File: src/rtl/ring_regbank_pkg.sv
package ring_regbank_pkg;
  localparam int DW    = 32;
  localparam int AW    = 12;
  localparam int IDX_W = AW - 2;

  // register indices (byte address / 4)
  localparam logic [IDX_W-1:0] IDX_ID    = 10'h000;
  localparam logic [IDX_W-1:0] IDX_CFG   = 10'h001;
  localparam logic [IDX_W-1:0] IDX_CMD   = 10'h002;
  localparam logic [IDX_W-1:0] IDX_ERR   = 10'h003;
  localparam logic [IDX_W-1:0] IDX_TXS   = 10'h004;
  localparam logic [IDX_W-1:0] IDX_RXS   = 10'h005;
  localparam logic [IDX_W-1:0] IDX_TXB   = 10'h040;
  localparam logic [IDX_W-1:0] IDX_TXP   = 10'h060;
  localparam logic [IDX_W-1:0] IDX_RXB   = 10'h080;
  localparam logic [IDX_W-1:0] IDX_RXP   = 10'h0A0;

  typedef enum logic [1:0] {POL_RO, POL_RW, POL_WO, POL_W1C} pol_e;
endpackage

File: src/rtl/regbank_ring_file.sv
module regbank_ring_file #(
  parameter int N     = 8,
  parameter int DW    = 32,
  parameter int IDX_W = 10,
  parameter int ALIGN = 3,
  parameter logic [IDX_W-1:0] BASE_IDX = '0,
  parameter logic [IDX_W-1:0] PTR_IDX  = '0
) (
  input  logic                 clk_i,
  input  logic                 rst_ni,
  input  logic                 wr_i,
  input  logic [IDX_W-1:0]     idx_i,
  input  logic [DW-1:0]        wdata_i,
  output logic [N-1:0][DW-1:0] base_o,
  output logic [N-1:0][DW-1:0] ptr_o
);
  localparam int RB = $clog2(N);

  logic          base_hit, ptr_hit;
  logic [DW-1:0] wdata_al;
  logic          unused_lsb;

  assign base_hit   = wr_i && (idx_i[IDX_W-1:RB] == BASE_IDX[IDX_W-1:RB]);
  assign ptr_hit    = wr_i && (idx_i[IDX_W-1:RB] == PTR_IDX[IDX_W-1:RB]);
  assign wdata_al   = {wdata_i[DW-1:ALIGN], {ALIGN{1'b0}}};
  assign unused_lsb = ^wdata_i[ALIGN-1:0];

  for (genvar g = 0; g < N; g++) begin : g_ring
    logic sel;
    assign sel = (idx_i[RB-1:0] == RB'(g));
    always_ff @(posedge clk_i or negedge rst_ni) begin
      if (!rst_ni) begin
        base_o[g] <= '0;
        ptr_o[g]  <= '0;
      end else if (base_hit && sel) begin
        base_o[g] <= wdata_al;
        ptr_o[g]  <= wdata_al;     // shadow load of the ring pointer
      end else if (ptr_hit && sel) begin
        ptr_o[g]  <= wdata_al;
      end
    end
  end
endmodule

File: src/rtl/regbank_halt.sv
module regbank_halt #(
  parameter int N       = 8,
  parameter int DW      = 32,
  parameter int TOP     = 31,
  parameter bit RX_RULE = 1'b0
) (
  input  logic          clk_i,
  input  logic          rst_ni,
  input  logic          wr_i,
  input  logic [DW-1:0] wdata_i,
  input  logic [N-1:0]  set_i,
  output logic [DW-1:0] stat_o,
  output logic [N-1:0]  strobe_o
);
  logic [N-1:0] flag_q, clr, fire;
  logic         unused_w;

  assign unused_w = ^wdata_i;

  always_comb begin
    for (int i = 0; i < N; i++) begin
      clr[i]  = wr_i && wdata_i[TOP-i];
      // receive rings restart only when the flag was already clear
      fire[i] = RX_RULE ? (clr[i] && !flag_q[i]) : clr[i];
    end
  end

  always_ff @(posedge clk_i or negedge rst_ni) begin
    if (!rst_ni) begin
      flag_q   <= '1;
      strobe_o <= '0;
    end else begin
      flag_q   <= set_i | (flag_q & ~clr);
      strobe_o <= fire;
    end
  end

  always_comb begin
    stat_o = '0;
    for (int i = 0; i < N; i++) stat_o[TOP-i] = flag_q[i];
  end
endmodule

File: src/rtl/ring_regbank.sv
module ring_regbank
  import ring_regbank_pkg::*;
#(
  parameter int          N_RINGS   = 8,
  parameter logic [31:0] ID_VALUE  = 32'h0A55_0100,
  parameter logic [31:0] CFG_RST   = 32'h0000_0600,
  parameter logic [31:0] ERR_RST   = 32'h0000_FFFF
) (
  input  logic               clk_i,
  input  logic               rst_ni,
  input  logic               req_i,
  input  logic               we_i,
  input  logic [AW-1:0]      addr_i,
  input  logic [DW-1:0]      wdata_i,
  output logic [DW-1:0]      rdata_o,
  input  logic [N_RINGS-1:0] tx_halt_set_i,
  input  logic [N_RINGS-1:0] rx_halt_set_i,
  output logic [N_RINGS-1:0] tx_restart_o,
  output logic [N_RINGS-1:0] rx_restart_o,
  output logic [DW-1:0]      cfg_o,
  output logic [DW-1:0]      cmd_o
);
  localparam int RB = $clog2(N_RINGS);

  logic [IDX_W-1:0]          idx;
  logic                      wr, unused_byte;
  pol_e                      pol;
  logic                      misc_hit;
  logic [DW-1:0]             err_q, rd;
  logic [DW-1:0]             txs, rxs;
  logic [N_RINGS-1:0][DW-1:0] txb, txp, rxb, rxp;

  assign idx         = addr_i[AW-1:2];
  assign unused_byte = ^addr_i[1:0];
  assign wr          = req_i && we_i;

  // policy of the scalar registers
  always_comb begin
    misc_hit = 1'b1;
    unique case (idx)
      IDX_ID:  pol = POL_RO;
      IDX_CFG: pol = POL_RW;
      IDX_CMD: pol = POL_WO;
      IDX_ERR: pol = POL_W1C;
      default: begin pol = POL_RO; misc_hit = 1'b0; end
    endcase
  end

  always_ff @(posedge clk_i or negedge rst_ni) begin
    if (!rst_ni) begin
      cfg_o <= CFG_RST;
      cmd_o <= '0;
      err_q <= ERR_RST;
    end else if (wr && misc_hit) begin
      if (pol == POL_RW)  cfg_o <= wdata_i;
      if (pol == POL_WO)  cmd_o <= wdata_i;
      if (pol == POL_W1C) err_q <= err_q & ~wdata_i;
    end
  end

  regbank_ring_file #(
    .N(N_RINGS), .DW(DW), .IDX_W(IDX_W), .ALIGN(3),
    .BASE_IDX(IDX_TXB), .PTR_IDX(IDX_TXP)
  ) u_tx_rings (
    .clk_i, .rst_ni, .wr_i(wr), .idx_i(idx), .wdata_i,
    .base_o(txb), .ptr_o(txp)
  );

  regbank_ring_file #(
    .N(N_RINGS), .DW(DW), .IDX_W(IDX_W), .ALIGN(3),
    .BASE_IDX(IDX_RXB), .PTR_IDX(IDX_RXP)
  ) u_rx_rings (
    .clk_i, .rst_ni, .wr_i(wr), .idx_i(idx), .wdata_i,
    .base_o(rxb), .ptr_o(rxp)
  );

  regbank_halt #(.N(N_RINGS), .DW(DW), .TOP(31), .RX_RULE(1'b0)) u_tx_halt (
    .clk_i, .rst_ni, .wr_i(wr && idx == IDX_TXS), .wdata_i,
    .set_i(tx_halt_set_i), .stat_o(txs), .strobe_o(tx_restart_o)
  );

  regbank_halt #(.N(N_RINGS), .DW(DW), .TOP(23), .RX_RULE(1'b1)) u_rx_halt (
    .clk_i, .rst_ni, .wr_i(wr && idx == IDX_RXS), .wdata_i,
    .set_i(rx_halt_set_i), .stat_o(rxs), .strobe_o(rx_restart_o)
  );

  always_comb begin
    rd = '0;
    if      (idx == IDX_ID)  rd = ID_VALUE;
    else if (idx == IDX_CFG) rd = cfg_o;
    else if (idx == IDX_ERR) rd = err_q;
    else if (idx == IDX_TXS) rd = txs;
    else if (idx == IDX_RXS) rd = rxs;
    else if (idx[IDX_W-1:RB] == IDX_TXB[IDX_W-1:RB]) rd = txb[idx[RB-1:0]];
    else if (idx[IDX_W-1:RB] == IDX_TXP[IDX_W-1:RB]) rd = txp[idx[RB-1:0]];
    else if (idx[IDX_W-1:RB] == IDX_RXB[IDX_W-1:RB]) rd = rxb[idx[RB-1:0]];
    else if (idx[IDX_W-1:RB] == IDX_RXP[IDX_W-1:RB]) rd = rxp[idx[RB-1:0]];
  end

  always_ff @(posedge clk_i or negedge rst_ni) begin
    if (!rst_ni)               rdata_o <= '0;
    else if (req_i && !we_i)   rdata_o <= rd;
  end
endmodule

File: config.mk
export PLATFORM = sky130hd
export DESIGN_NAME = ring_regbank
export DESIGN_NICKNAME = d
export VERILOG_FILES = /design/src/rtl/ring_regbank_pkg.sv /design/src/rtl/regbank_ring_file.sv /design/src/rtl/regbank_halt.sv /design/src/rtl/ring_regbank.sv
export SDC_FILE = /design/constraint.sdc
export NUM_CORES = 2
export LEC_CHECK = 0
export BUFFER_PORTS_ARGS = -buffer_cell sky130_fd_sc_hd__buf_2
export CAP_MARGIN = 20
export CORE_ASPECT_RATIO = 1.1
export CORE_UTILIZATION = 39
export DETAILED_ROUTE_END_ITERATION = 8
export PLACE_DENSITY = 0.61
export SLEW_MARGIN = 20
export SYNTH_ARGS = -nofsm -noshare
export SYNTH_HDL_FRONTEND = slang
export SYNTH_HIERARCHICAL = 1
export SYNTH_SLANG_ARGS = --single-unit
File: constraint.sdc
create_clock -name clk_i -period 2.6 [get_ports clk_i]
set_input_delay 0.13 -clock clk_i [delete_from_list [all_inputs] [get_ports clk_i]]
set_output_delay 0.13 -clock clk_i [all_outputs]
set_load 0.005 [all_outputs]
==> metrics.txt <==
# TYPE chip_impl_metric gauge
chip_impl_metric{name="avgViaCountPerCell",unit=""} 5.63
chip_impl_metric{name="core_area",unit="sq um"} 133000
chip_impl_metric{name="finalCoreUtilization",unit="%"} 45.3
chip_impl_metric{name="cts_buffers",unit=""} 110
chip_impl_metric{name="final_cell_count_no_fill",unit=""} 5661
chip_impl_metric{name="multiplexer_share_of_the_synthesized_area",unit="%"} 34.6
chip_impl_metric{name="first_global_vias",unit=""} 32800
chip_impl_metric{name="leakage",unit="uW"} 0.0296
chip_impl_metric{name="synthesis.area",unit="sq um"} 52300
chip_impl_info{name="grt_setup_unrepaired",value="no"} 1
chip_impl_metric{name="dp_hpwl",unit="um"} 103000
chip_impl_metric{name="power_density",unit="nW/um^2"} 600
chip_impl_metric{name="die_y",unit="um"} 386
chip_impl_metric{name="timing.max_slew.rel_slack",unit="%"} 40.9
chip_impl_metric{name="total_length_of_routed_wires",unit="um"} 159000
chip_impl_metric{name="seq_cells_post_synth",unit=""} 1088
chip_impl_metric{name="finClkSkew",unit="ns"} 0.0283
chip_impl_metric{name="worstSkewPairLatency",unit="ns"} 0.74
chip_impl_info{name="slowest_stage",value="or3b_2"} 1
chip_impl_info{name="timing.hold.worst.class",value="in -> reg"} 1
chip_impl_info{name="worst_hold_start",value="wdata_i[10]"} 1
chip_impl_metric{name="vdd_drop_max",unit="mV"} 0.491
chip_impl_metric{name="initial_antenna_violation_count",unit=""} 16
chip_impl_metric{name="dp.cells",unit=""} 5412
chip_impl_metric{name="finalNetCount",unit=""} 3853
chip_impl_metric{name="hold_violations",unit=""} 0
chip_impl_metric{name="n_fill_cell",unit=""} 11900
chip_impl_metric{name="worst_slew_pin_slew",unit="ns"} 0.886
chip_impl_metric{name="timing.setup.tns",unit="ns"} 0
chip_impl_metric{name="dpl-instance-area",unit="sq um"} 55900
chip_impl_metric{name="finalCritPeriodShare",unit="%"} 96.4
chip_impl_metric{name="die-area",unit="sq um"} 135000
chip_impl_metric{name="row_count",unit=""} 140
chip_impl_metric{name="xor_xnor_share_of_the_synthesized_area",unit="%"} 0
chip_impl_metric{name="initial_core_util",unit="%"} 39.4
chip_impl_metric{name="worstRegToRegCells",unit=""} 4
chip_impl_metric{name="maximum_root_to_sink_buffer_count",unit=""} 3
chip_impl_info{name="worstReg2RegStart",value="u_rx_rings/base_o[249]"} 1
chip_impl_metric{name="htree_levels",unit=""} 3
chip_impl_info{name="synth_top_family_by_area",value="multiplexers"} 1
chip_impl_info{name="timing.critical_path.max_delay_family",value="buffers and inverters"} 1
chip_impl_metric{name="clkTransAtPathRegs",unit="ns"} 0.06
chip_impl_metric{name="number_of_vias_after_detailed_routing",unit=""} 31800
chip_impl_metric{name="post-route-min-period",unit="ns"} 2.51
chip_impl_info{name="netlist_top_cells_area",value="dfrtp_1 (50%), mux2_2 (16%), mux4_2 (11%)"} 1
chip_impl_metric{name="compound_gate_portion_of_the_synthesized_area",unit="%"} 4.42
chip_impl_metric{name="globalRouteTotalUtil",unit="%"} 23.7
chip_impl_metric{name="yosysWarnings",unit=""} 6
chip_impl_metric{name="timing.critical_path.arrival",unit="ns"} 3.16
chip_impl_info{name="critPathLaunchType",value="primary input"} 1
chip_impl_metric{name="post_synth_and_or_nand_nor_area_fraction",unit="%"} 3.35
chip_impl_metric{name="fmaxAchievable",unit="MHz"} 399
chip_impl_metric{name="setup_viols_final",unit=""} 0
chip_impl_metric{name="grt-ovfl-total",unit=""} 0
chip_impl_info{name="ys_dominant_reg_cell",value="dfrtp_1"} 1
chip_impl_info{name="crit_type",value="in -> reg"} 1
chip_impl_metric{name="drtIter0Drc",unit=""} 2527
chip_impl_metric{name="crit_fanout",unit=""} 26
chip_impl_metric{name="grt_start_max_net_pins",unit=""} 85
chip_impl_metric{name="avgSynthCellArea",unit="sq um"} 14.8
chip_impl_info{name="r2r-end",value="rdata_o[25]"} 1
chip_impl_info{name="cts_root_buf",value="clkbuf_16"} 1
chip_impl_metric{name="flow.area_growth_from_synthesis",unit="%"} 14.9
chip_impl_metric{name="asyncSetResetFlopFracSynth",unit="%"} 100
chip_impl_metric{name="clock_sinks",unit=""} 1088
chip_impl_metric{name="ff2ff_setup_slack",unit="ns"} 0.60
chip_impl_metric{name="critical_path_cell_count",unit=""} 8
chip_impl_metric{name="timing.critical_path.slowest_cell_delay",unit="ns"} 0.58
chip_impl_metric{name="fp.dieW",unit="um"} 351
chip_impl_metric{name="post-cts-setup-buffers",unit=""} 0
chip_impl_metric{name="yosysSeqAreaShare",unit="%"} 52.2
chip_impl_metric{name="synthAdderAreaFrac",unit="%"} 0
chip_impl_metric{name="route.detailed.drc",unit=""} 0
chip_impl_metric{name="synth-edff-count",unit=""} 0
chip_impl_metric{name="cells_after_synthesis",unit=""} 3521
chip_impl_info{name="tritoncts",value="built"} 1
chip_impl_metric{name="io_buffer_count",unit=""} 173
chip_impl_metric{name="grt_pass1_wl",unit="um"} 233000
chip_impl_metric{name="drt_pass1_iterations",unit=""} 5
chip_impl_info{name="netlist_top_cells_count",value="dfrtp_1 (1054), mux2_2 (758), mux4_2 (245)"} 1
chip_impl_info{name="worst_setup_path_end_kind",value="flop"} 1
chip_impl_metric{name="post_route_cells_drive_above_1_share",unit="%"} 47.8
chip_impl_metric{name="hold_path_depth",unit=""} 2
chip_impl_info{name="timing.hold.worst_endpoint",value="err_q[10]"} 1
chip_impl_metric{name="cp_data_required_time",unit="ns"} 3.25
chip_impl_metric{name="final_cell_area",unit="sq um"} 60100
chip_impl_metric{name="max_cap_violations",unit=""} 0
chip_impl_metric{name="drv_slew",unit=""} 0
chip_impl_info{name="cell_type_with_the_largest_total_area_after_synthesis",value="dfrtp_1"} 1
chip_impl_metric{name="gpl.final_weighted_congestion",unit=""} 0.869
chip_impl_info{name="critical_path.cell_chain",value="dlygate4sd3_1 > buf_4 > or3b_2 > nor3_2 > buf_4 > nand2_1 > a21o_1 > dlygate4sd3_1"} 1
chip_impl_info{name="outcome",value="complete, no violations"} 1
chip_impl_metric{name="postRouteAntennaNets",unit=""} 0
chip_impl_info{name="post-synth-top-count-cell",value="dfrtp_1"} 1
chip_impl_metric{name="post-synth-top-area-fraction",unit="%"} 50.5
chip_impl_metric{name="worstPathBufferInverterCount",unit=""} 4
chip_impl_metric{name="ioPinCount",unit=""} 176
chip_impl_metric{name="count_of_different_cell_masters_after_synthesis",unit=""} 83
chip_impl_metric{name="routed_wire_length_per_instance",unit="um"} 28.1
==> cells by family after synthesis <==
family          count (synthesis)
mux                          1311
other cells                     4
buf+inv                       459
simple gates                  330
compound gates                329
flops                        1088
==> cells in the final DEF, fill, tap and decap left out, types with 28 or more instances in the layout <==
master,n
mux4_2,245
nand3_1,31
dlygate4sd3_1,39
mux2i_1,55
a21boi_0,32
nor2_1,48
mux2_2,758
mux2_4,170
clkbuf_1,28
nand4_1,35
mux2_1,83
buf_12,58
buf_2,169
a22o_1,29
nand2_1,111
dfstp_2,34
dfrtp_1,1054
buf_4,193
conb_1,144
o21ai_0,48
clkbuf_16,111
a21oi_1,58
o22ai_1,31
==> final cells by class <==
cell class	count	area (sq um)	area share [%]
Timing Repair Buffer	462	3890	6.48
Sequential cell	1088	27300	45.4
Inverter	13	53.8	0.0896
Antenna cell	3	7.51	0.0125
Multi-Input combinational cell	2114	22900	38.1
Tap cell	1775	2220	3.70
Clock buffer	160	3170	5.28
Clock inverter	46	584	0.973
==> what timing repair did <==
action,in CTS,in global routing
hold endpoints to repair,829,0
resized for setup,0,0
endpoints found under the setup margin,0,0
hold buffers,40,0
==> per-layer routing <==
metal,GRT usage [%],routed length [um],vias up
met1,32.7,70000,17200
li1,-,-,13400
met5,0,122,-
met4,8.66,5780,20
met2,36.7,72900,967
met3,5.32,10400,311
==> report_power, final <==
part	switching [uW]	total, uW	leakage (uW)	internal (uW)
clock	6960	16500	0.00184	9580
combinational	1440	2260	0.0127	819
sequential	115	17200	0.0150	17100
total	8520	36000	0.0296	27500
==> metrics by stage <==
step                hold WS, ns  power [uW]  setup slack, ns
floorplan                -0.166       18700            0.545
global placement         0.0927       19700            0.257
detailed placement        0.103       19800            0.225
CTS                    0.000870       36400            0.227
global route             0.0612       37200           0.0564
finish                   0.0311       36000           0.0923
==> worst max-delay path by stage <==
stage / startpoint / to / slack (ns)
floorplan: addr_i[2] / rdata_o[23] / 0.55
global placement: addr_i[3] / cfg_o[26] / 0.26
detailed placement: addr_i[3] / cfg_o[22] / 0.23
CTS: addr_i[4] / u_tx_halt/flag_q[2] / 0.23
global route: addr_i[4] / u_tx_halt/flag_q[2] / 0.06
finish: addr_i[4] / u_tx_halt/flag_q[2] / 0.09
==> flip-flops by register name, indices dropped and copies added (netlist names) <==
signal / cells
u_tx_halt/strobe_o: 8
u_rx_rings/ptr_o: 232
u_rx_halt/strobe_o: 8
u_tx_rings/ptr_o: 232
u_rx_halt/flag_q: 8
rdata_o: 32
u_tx_rings/base_o: 232
u_tx_halt/flag_q: 8
cfg_o: 32
cmd_o: 32
u_rx_rings/base_o: 232
err_q: 32
No activity file was read; power rests on OpenSTA's default activity.
